**src/rtl/issue_hazard_pkg.sv**
```systemverilog
`timescale 1ns/1ps
package issue_hazard_pkg;

  typedef enum logic [1:0] {
    UNIT_INT = 2'd0,
    UNIT_MUL = 2'd1,
    UNIT_ADD = 2'd2,
    UNIT_DIV = 2'd3
  } unitSel_e;

  // Strobes from the control half to the state-keeping half.
  typedef struct packed {
    logic     issue;
    unitSel_e unit;
  } issueStrobes_t;

  // Cycles from issue to writeback for a unit.
  function automatic int unitLatency(unitSel_e u, int latInt, int latMul, int latAdd, int latDiv);
    case (u)
      UNIT_INT: return latInt;
      UNIT_MUL: return latMul;
      UNIT_ADD: return latAdd;
      default:  return latDiv;
    endcase
  endfunction

endpackage

```
**src/rtl/issue_hazard_dp.sv**
```systemverilog
`timescale 1ns/1ps
module issue_hazard_dp
  import issue_hazard_pkg::*;
#(
  parameter int NUM_REGS = 32,
  parameter int REG_W    = 5,
  parameter int INT_LAT  = 1,
  parameter int MUL_LAT  = 7,
  parameter int ADD_LAT  = 4,
  parameter int DIV_LAT  = 24,
  parameter int MAX_LAT  = 24,
  parameter int LAT_W    = 5
) (
  input  logic                clk,
  input  logic                rst_n,
  input  issueStrobes_t       stb,
  input  logic [REG_W-1:0]    dst,
  output logic [NUM_REGS-1:0] pendVec,
  output logic [MAX_LAT:0]    resvBits,
  output logic [3:0]          unitSlotBusy,
  output logic                divBusy
);

  logic [LAT_W-1:0] issueLat;
  logic [MAX_LAT:0] claimMask;
  logic [MAX_LAT:0] resvQ;
  logic [LAT_W-1:0] divCnt;

  always_comb begin
    issueLat  = LAT_W'(unitLatency(stb.unit, INT_LAT, MUL_LAT, ADD_LAT, DIV_LAT));
    claimMask = stb.issue ? ((MAX_LAT+1)'(1) << issueLat) : '0;
  end

  // Bit k set: the write port is taken k cycles from now; bit 0 is this cycle.
  always_ff @(posedge clk) begin
    if (!rst_n) resvQ <= '0;
    else        resvQ <= (resvQ | claimMask) >> 1;
  end
  assign resvBits = resvQ;

  // Per-unit view of the slot that unit would claim.
  for (genvar u = 0; u < 4; u++) begin : g_slot
    localparam int SLOT = unitLatency(unitSel_e'(u), INT_LAT, MUL_LAT, ADD_LAT, DIV_LAT);
    assign unitSlotBusy[u] = resvQ[SLOT];
  end

  // Pending flag and cycles-to-writeback per register.
  for (genvar r = 0; r < NUM_REGS; r++) begin : g_reg
    logic             pendR;
    logic [LAT_W-1:0] cntR;
    always_ff @(posedge clk) begin
      if (!rst_n) begin
        pendR <= 1'b0;
        cntR  <= '0;
      end else if (stb.issue && dst == REG_W'(r)) begin
        cntR  <= issueLat - LAT_W'(1);
        pendR <= (issueLat != LAT_W'(1));
      end else if (cntR != '0) begin
        cntR  <= cntR - LAT_W'(1);
        pendR <= (cntR != LAT_W'(1));
      end
    end
    assign pendVec[r] = pendR;
  end

  // Divider occupancy countdown.
  always_ff @(posedge clk) begin
    if (!rst_n)                                divCnt <= '0;
    else if (stb.issue && stb.unit == UNIT_DIV) divCnt <= LAT_W'(DIV_LAT - 1);
    else if (divCnt != '0)                     divCnt <= divCnt - LAT_W'(1);
  end
  assign divBusy = (divCnt != '0);

endmodule

```
**src/rtl/issue_hazard_ctrl.sv**
```systemverilog
`timescale 1ns/1ps
module issue_hazard_ctrl
  import issue_hazard_pkg::*;
#(
  parameter int NUM_REGS = 32,
  parameter int REG_W    = 5
) (
  input  logic                instValid,
  input  unitSel_e            unit,
  input  logic [REG_W-1:0]    dst,
  input  logic [REG_W-1:0]    srcA,
  input  logic [REG_W-1:0]    srcB,
  input  logic [NUM_REGS-1:0] pendVec,
  input  logic [3:0]          unitSlotBusy,
  input  logic                divBusy,
  output issueStrobes_t       stb,
  output logic                issue,
  output logic                stall
);

  logic divHaz, portHaz, wawHaz, rawHaz, anyHaz;

  always_comb begin
    divHaz  = (unit == UNIT_DIV) && divBusy;
    portHaz = unitSlotBusy[unit];
    wawHaz  = pendVec[dst];
    rawHaz  = pendVec[srcA] || pendVec[srcB];
    anyHaz  = divHaz || portHaz || wawHaz || rawHaz;
    issue   = instValid && !anyHaz;
    stall   = instValid && anyHaz;
    stb.issue = issue;
    stb.unit  = unit;
  end

endmodule

```
**src/rtl/issue_hazard_gate.sv**
```systemverilog
`timescale 1ns/1ps
module issue_hazard_gate
  import issue_hazard_pkg::*;
#(
  parameter int NUM_REGS = 32,
  parameter int INT_LAT  = 1,
  parameter int MUL_LAT  = 7,
  parameter int ADD_LAT  = 4,
  parameter int DIV_LAT  = 24,
  localparam int REG_W   = $clog2(NUM_REGS),
  localparam int MAX_LAT = (DIV_LAT > MUL_LAT ? DIV_LAT : MUL_LAT) > (ADD_LAT > INT_LAT ? ADD_LAT : INT_LAT)
                         ? (DIV_LAT > MUL_LAT ? DIV_LAT : MUL_LAT) : (ADD_LAT > INT_LAT ? ADD_LAT : INT_LAT),
  localparam int LAT_W   = $clog2(MAX_LAT + 1)
) (
  input  logic             clk,
  input  logic             rst_n,
  input  logic             instValid,
  input  logic [1:0]       instUnit,
  input  logic [REG_W-1:0] instDst,
  input  logic [REG_W-1:0] instSrcA,
  input  logic [REG_W-1:0] instSrcB,
  output logic             issue,
  output logic             stall
);

  issueStrobes_t       stb;
  logic [NUM_REGS-1:0] pendVec;
  logic [MAX_LAT:0]    resvBits;
  logic [3:0]          unitSlotBusy;
  logic                divBusy;

  issue_hazard_ctrl #(.NUM_REGS(NUM_REGS), .REG_W(REG_W)) ctrl_i (
    .instValid   (instValid),
    .unit        (unitSel_e'(instUnit)),
    .dst         (instDst),
    .srcA        (instSrcA),
    .srcB        (instSrcB),
    .pendVec     (pendVec),
    .unitSlotBusy(unitSlotBusy),
    .divBusy     (divBusy),
    .stb         (stb),
    .issue       (issue),
    .stall       (stall)
  );

  issue_hazard_dp #(
    .NUM_REGS(NUM_REGS), .REG_W(REG_W), .INT_LAT(INT_LAT), .MUL_LAT(MUL_LAT),
    .ADD_LAT(ADD_LAT), .DIV_LAT(DIV_LAT), .MAX_LAT(MAX_LAT), .LAT_W(LAT_W)
  ) dp_i (
    .clk         (clk),
    .rst_n       (rst_n),
    .stb         (stb),
    .dst         (instDst),
    .pendVec     (pendVec),
    .resvBits    (resvBits),
    .unitSlotBusy(unitSlotBusy),
    .divBusy     (divBusy)
  );

endmodule

```
**config.mk**
```make
export PLATFORM = sky130hd
export DESIGN_NAME = issue_hazard_gate
export DESIGN_NICKNAME = d
export VERILOG_FILES = /design/src/rtl/issue_hazard_pkg.sv /design/src/rtl/issue_hazard_dp.sv /design/src/rtl/issue_hazard_ctrl.sv /design/src/rtl/issue_hazard_gate.sv
export SDC_FILE = /design/constraint.sdc
export NUM_CORES = 1
export LEC_CHECK = 0
export BUFFER_PORTS_ARGS = -buffer_cell sky130_fd_sc_hd__buf_4
export CORE_UTILIZATION = 50
export CTS_CLUSTER_DIAMETER = 200
export CTS_CLUSTER_SIZE = 12
export DETAILED_ROUTE_END_ITERATION = 16
export PLACE_DENSITY = 0.7
export SYNTH_ARGS = -nofsm -noshare
export SYNTH_HDL_FRONTEND = slang
export SYNTH_SLANG_ARGS = --single-unit
```
**constraint.sdc**
```tcl
create_clock -name clk -period 3.2 [get_ports clk]
set_input_delay 0.32 -clock clk [delete_from_list [all_inputs] [get_ports clk]]
set_output_delay 0.32 -clock clk [all_outputs]
set_load 0.03 [all_outputs]
```
==> summary.md, run 1 <==
| Metric | Value |
|---|---|
| Status | completed |
| Total track usage | 25.4% |
| Maxcap violations | 0 |
| Synth Area in XOR/XNOR | 2.21% |
| Synthesized Nets | 1795 |
| Largest net degree at the start of global routing | 70 |
| DRC Markers | 0 |
| Final Setup Violations | 0 |
| Number of enable flip-flop cells after synthesis | 0 |
| Via count | 11700 |
| Port Buf Inserts | 21 |
| Post-DP HPWL | 25400 um |
| Final period util | 96.2% |
| Full die area | 0.0284 mm2 |
| Critical path arrival | 2760 ps |
| Compound-cell area share of the yosys netlist | 10.8% |
| Hold Buf Count CTS | 0 |
| Register area share after synthesis | 31.8% |
| Pre-CTS WS | 158 ps |
| Synth area leaders | dfxtp_1 32%, mux2i_1 15%, ha_1 9.5% |
| Routability cong. | 0.948 |
| Hold Path Class | primary input to flop |
| Data required, critical path | 2880 ps |
| WL per Instance | 17.8 um |
| Largest family of logic cells by synthesized area | simple AND/OR/NAND/NOR gates |
| Hold Fails Final Rpt | 0 |
| Max_slew headroom | 36.7% |
| Setup TNS | 0 ps |
| Max Clock Freq | 325 MHz |
| NumNets Final | 1803 |
| Kind of critical path | flop to output pin |
| YS warnings | 0 |
| DR vias/cell | 5.78 |
| Final wirelength | 36000 um |
| CTS Buf Count | 22 |
| Share of the synthesized area in the top cell type | 31.8% |
| Core ar. | 0.0270 mm2 |
| Synth async-reset ratio | 0% |
| Power, Total | 0.0151 W |
| Cell variety after synth | 48 |
| P_leak | 6.72 nW |
| #FFs+latches synth | 220 |
| Bufs on Longest Clock Path | 3 |
| DRT Pass-1 Iters | 7 |
| Initial DRC Count | 1140 |
| Area Growth Syn to Fin | 8.69% |
| Top Ports | 22 |
| Yosys top cell by area | dfxtp_1 |
| Slew Viols, Final | 0 |
| Routed Antenna Nets | 0 |
| Die W | 168 um |
| Initial antenna violation count | 1 |
| Mux contribution to synthesized area | 16.7% |
| Critical Path Sink Type | output pin |
| Synth Area in Adders | 9.49% |
| Post-Syn Area per Cell | 8.29 um2 |
| Global route total overflow | 0 |
| Share of layout cells above drive strength 1 | 6.56% |
| Mapped Area | 0.0138 mm2 |
| Dominant synthesized flop cell | dfxtp_1 |
| Worst VDD drop | 0.487 mV |
| Top-count cell post-synth | dfxtp_1 |
| # H-tree levels | 1 |
| CTS tree | done |
| Top post-synthesis cells by count | 220 x dfxtp_1, 209 x mux2i_1, 205 x nand2_1 |
| Root Driver | clkbuf_16 |
| Clock latency at the later pin of the worst-skew pair | 520 ps |
| Crit-path max FO | 4 |
| Synth Area in Simple Gates | 23.1% |
| PwrDens | 1000 mW/mm2 |
| Mapped Cells | 1670 |
| Vias in the first global route | 11100 |
| Global-route wire length before repair | 57700 um |
| Clk sinks | 220 |
| Slew @ Worst Pin | 950 ps |
| Initial Util | 51.2% |
| Rows | 60 |
| Final min period | 3080 ps |
| Reg clk slew, reported paths | 60 ps |
| Die H | 168 um |
| Skew final | 19.5 ps |
| Post-route setup slack | 120 ps |
| Crit start category | flop |
[cell usage in the layout, fill, tap and decap left out, drive strengths merged, types with 11 or more instances in the layout]
| master | n |
|---|---|
| nor2 | 68 |
| and3 | 24 |
| o41ai | 32 |
| a211oi | 17 |
| nand3 | 55 |
| nand2 | 205 |
| nand2b | 42 |
| o21a | 11 |
| clkbuf | 23 |
| ha | 105 |
| nor2b | 25 |
| inv | 139 |
| buf | 56 |
| xnor2 | 33 |
| mux2i | 209 |
| nor3b | 14 |
| a21oi | 30 |
| and2 | 32 |
| nor3 | 145 |
| dfxtp | 220 |
| o211ai | 11 |
| o21ai | 113 |
[logic make-up after synthesis]
family	count (synthesis)
AND/OR/NAND/NOR	641
XOR/XNOR	35
adder cells (fa/ha/maj)	105
multiplexers	220
buffers and inverters	210
flip-flops	220
AO/OA/AOI/OAI	239
[registers in the layout (all words and copies together), names as in the netlist]
signal         cells
dp_i.g.cntR      160
dp_i.g.pendR      32
dp_i.resvBits     23
dp_i.divCnt        5
[per-stage QoR]
| step | cell area (um2) | util (%) | std cells | hold slack (ps) |
|---|---|---|---|---|
| finish | 15000 | 55.7 | 2020 | 249 |
| global route | 15000 | 55.7 | 2019 | 275 |
| CTS | 15000 | 55.6 | 2017 | 242 |
| detailed placement | 14400 | 53.3 | 1993 | 412 |
| global placement | 14400 | 53.3 | 1993 | 412 |
| floorplan | 13800 | - | 1670 | 396 |
[routing by layer]
layer	wire length (um)	track usage [%]
met1	16400	33.1
met2	16500	43.2
met3	2110	3.88
met4	1030	7.39
met5	0	0
[timing repair]
item	CTS	global route
setup buffers	0	2
pin swaps	0	3
endpoints found under the setup margin	1	1
resized for setup	3	4
hold endpoints to repair	0	0
[worst max-delay path: stages, from the launching register on]
cell	delay (ps)
dfxtp_2	360
buf_4	170
mux4_2	460
o2111ai_2	210
nand4_1	150
buf_4	180
nor4_4	310
nand2_2	150
inv_1	90
buf_4	150
[layout make-up]
class	count	area, um2
inverter	138	518
clock inverter	1	8.76
clock buffer	23	576
multi-input combinational	1240	8660
antenna	1	2.50
fill	2465	12000
timing repair buffer	56	449
sequential	220	4410
tap	341	427
[power by group]
| group | internal [W] | total, W | switching, W |
|---|---|---|---|
| sequential | 0.00394 | 0.00533 | 0.00139 |
| clock | 0.00126 | 0.00232 | 0.00105 |
| combinational | 0.00346 | 0.00743 | 0.00397 |
[worst paths after layout]
path | startpoint | end | slack, ps | cells past startpoint
hold reg to reg | dp_i.resvBits[21] | dp_i.resvBits[20] | 420 | 1
hold / removal | rst_n | dp_i.resvBits[22] | 250 | 3
setup reg to reg | dp_i.g_reg[2].pendR | dp_i.g_reg[6].pendR | 310 | 8
setup / recovery | dp_i.g_reg[27].pendR | issue | 120 | 9
Power figures use the tool's default switching activity.
==> run 2: changes to the inputs <==
- CELL_PAD_IN_SITES_DETAIL_PLACEMENT: default -> 0
- CELL_PAD_IN_SITES_GLOBAL_PLACEMENT: default -> 1
- CORE_UTILIZATION: 50 -> 49
- PLACE_DENSITY: 0.7 -> 0.8
- clock period: 3.2 -> 2.9 ns (I/O delays scaled with it)
==> summary.md, run 2 (synthesis gave the netlist of run 1 again) <==
| Metric | Value |
|---|---|
| Status | finished, violations left |
| Violated checks | setup timing |
| Max FFs per register | 160 (unchanged) |
| Post-DP HPWL | 25900 um (+1.6%) |
| Crit-path leading delay family | buffers and inverters |
| Register-to-Register Setup Slack | 100 ps (-210 ps) |
| Worst hold stages | 3 (unchanged) |
| Initial DRC Count | 867 (-24%) |
| Hold Path Class | primary input to flop |
| DRT Pass-1 Iters | 5 (-2) |
| RSZ-0062 raised after global routing | yes |
| Multi-input gate area | 0.00880 mm2 (+1.6%) |
| Crit path cell chain | mux4_2 -> nand2b_4 -> o311ai_4 -> buf_4 -> nand4_1 -> buf_6 -> nor4_4 -> buf_4 -> nand2_4 -> inv_2 -> buf_6 |
| Final Setup Violations | 2 (+2) |
| Critical Path Sink Type | output pin |
| Clock latency at the later pin of the worst-skew pair | 520 ps (about the same) |
| Largest net degree at the start of global routing | 158 (+130%) |
| Total track usage | 25.8% (+0.43 points) |
| Via count | 11700 (+0.57%) |
| Top Ports | 22 (unchanged) |
| Antenna fix cells | 0 (-1) |
| Share of layout cells above drive strength 1 | 9.55% (+3.0 points) |
| Routability cong. | 0.954 (+0.70%) |
| Global-route wire length before repair | 59400 um (+3.0%) |
| Global route total overflow | 0 (unchanged) |
| CP max-delay cell | mux4_2 |
| Final wirelength | 37000 um (+2.8%) |
| Die H | 170 um (+1.0%) |
| WP depth | 11 (+2) |
| Most common cell after layout, fill and taps aside | dfxtp_1 |
| Root Driver | clkbuf_16 |
| P_leak | 6.92 nW (+3.0%) |
| DRC Markers | 0 (unchanged) |
| Skew final | 21.2 ps (+1.70 ps) |
| Buf/Inv on CP | 5 (+1) |
| CTS Buf Count | 22 (unchanged) |
| Initial antenna violation count | 0 (-1) |
| Data required, critical path | 2610 ps (-270 ps) |
| Kind of critical path | flop to output pin |
| Slew @ Worst Pin | 970 ps (+20.6 ps) |
| Rows | 61 (+1.7%) |
| Final period util | 101% |
| Fill count | 2652 (+7.6%) |
| Hold Fails Final Rpt | 0 (unchanged) |
| Hold Buf Count CTS | 0 (unchanged) |
| Post-route setup slack | -18.4 ps (-139 ps) |
| Bufs on Longest Clock Path | 3 (unchanged) |
| Crit start category | flop |
| Setup TNS | -28.3 ps (-28.3 ps) |
| Slew Viols, Final | 0 (unchanged) |
| Final min period | 2920 ps |
| R2r worst-path depth | 12 (+4) |
| Maxcap violations | 0 (unchanged) |
| Area Growth Syn to Fin | 12.3% |
| Vias in the first global route | 11100 (+0.21%) |
| DR vias/cell | 5.63 (-2.6%) |
| NumNets Final | 1832 (+1.6%) |
| Worst VDD drop | 0.477 mV (-2.1%) |
| PwrDens | 1090 mW/mm2 (+8.6%) |
| Sequential cell area | 0.00441 mm2 (+0.17%) |
| Max Clock Freq | 343 MHz |
| Initial Util | 49.8% (-1.4 points) |
| Die W | 170 um (+1.0%) |
| Max_slew headroom | 35.3% (-1.4 points) |
| Routed Antenna Nets | 0 (unchanged) |
| CTS tree | done |
| Reg clk slew, reported paths | 70 ps (about the same) |
| Clk sinks | 220 (unchanged) |
| Critical path arrival | 2630 ps (-130 ps) |
| CP max stage delay | 470 ps (about the same) |
| Most flop-heavy register | dp_i.g.cntR |
| Full die area | 0.0289 mm2 (+2.0%) |
| Commonest cells after routing, fill and taps aside | 213 x dfxtp_1, 209 x mux2i_1, 204 x nand2_1 |
| Hold WS | 230 ps (-19.5 ps) |
| Crit-path max FO | 2 (-2) |
| Port Buf Inserts | 21 (unchanged) |
| # H-tree levels | 1 (unchanged) |
| WL per Instance | 17.8 um (-0.44%) |
| Core ar. | 0.0278 mm2 (+2.8%) |
==> run 2: cell type report <==
| cell class | count | share of cell area, % |
|---|---|---|
| clock buffers | 23 | 3.70 |
| flip-flops and latches | 220 | 28.4 |
| well taps | 378 | 3.04 |
| multi-input cells | 1240 | 56.6 |
| repair buffers | 85 | 4.92 |
| clock inverters | 1 | 0.0563 |
| inverters | 138 | 3.33 |
==> run 2: worst paths after layout <==
kind | end | startpoint
setup reg to reg | dp_i.resvBits[16] | dp_i.g_reg[31].pendR
hold / removal | dp_i.g_reg[28].cntR[1] | rst_n
setup / recovery | issue | dp_i.g_reg[31].pendR
hold reg to reg | dp_i.resvBits[18] | dp_i.resvBits[19]
==> run 2: worst register-to-register path: cells and delay by family, from the launching register on <==
kind / cells / cell delay, ps
compound gates: 2 / 290
mux: 1 / 470
buf+inv: 5 / 830
flops: 1 / 340
simple gates: 4 / 760
==> run 2: repair_timing <==
item,4_1_cts,5_1_grt
setup endpoints to repair,2,56
buffers inserted,6,11
resized for setup,14,28
pin swaps,4,6
gates cloned,0,0
==> run 2: metrics by stage <==
step	area [um2]	util [%]	power (W)	worst slack, ps	std cells
6_report	15500	56.0	0.0169	-18.4	2085
3_5_place_dp	14600	52.6	0.0141	-51.5	2044
5_1_grt	15500	56.0	0.0185	-132	2085
2_1_floorplan	13800	-	0.0120	185	1670
4_1_cts	15300	55.0	0.0168	-91.6	2074
3_3_place_gp	14600	52.6	0.0139	36.8	2044
==> run 2: where the power goes <==
group          switching [W]  leakage (nW)  total, W  internal [W]
Sequential           0.00151          1.82   0.00586       0.00435
Combinational        0.00446          4.81   0.00847       0.00401
Clock                0.00119         0.288   0.00259       0.00140
==> run 2: metal layers <==
| layer | GRT usage (%) | wire length, um |
|---|---|---|
| met1 | 34.1 | 16900 |
| met2 | 44.0 | 17200 |
| met3 | 3.30 | 1840 |
| met4 | 7.21 | 1020 |
| met5 | 0 | 0 |
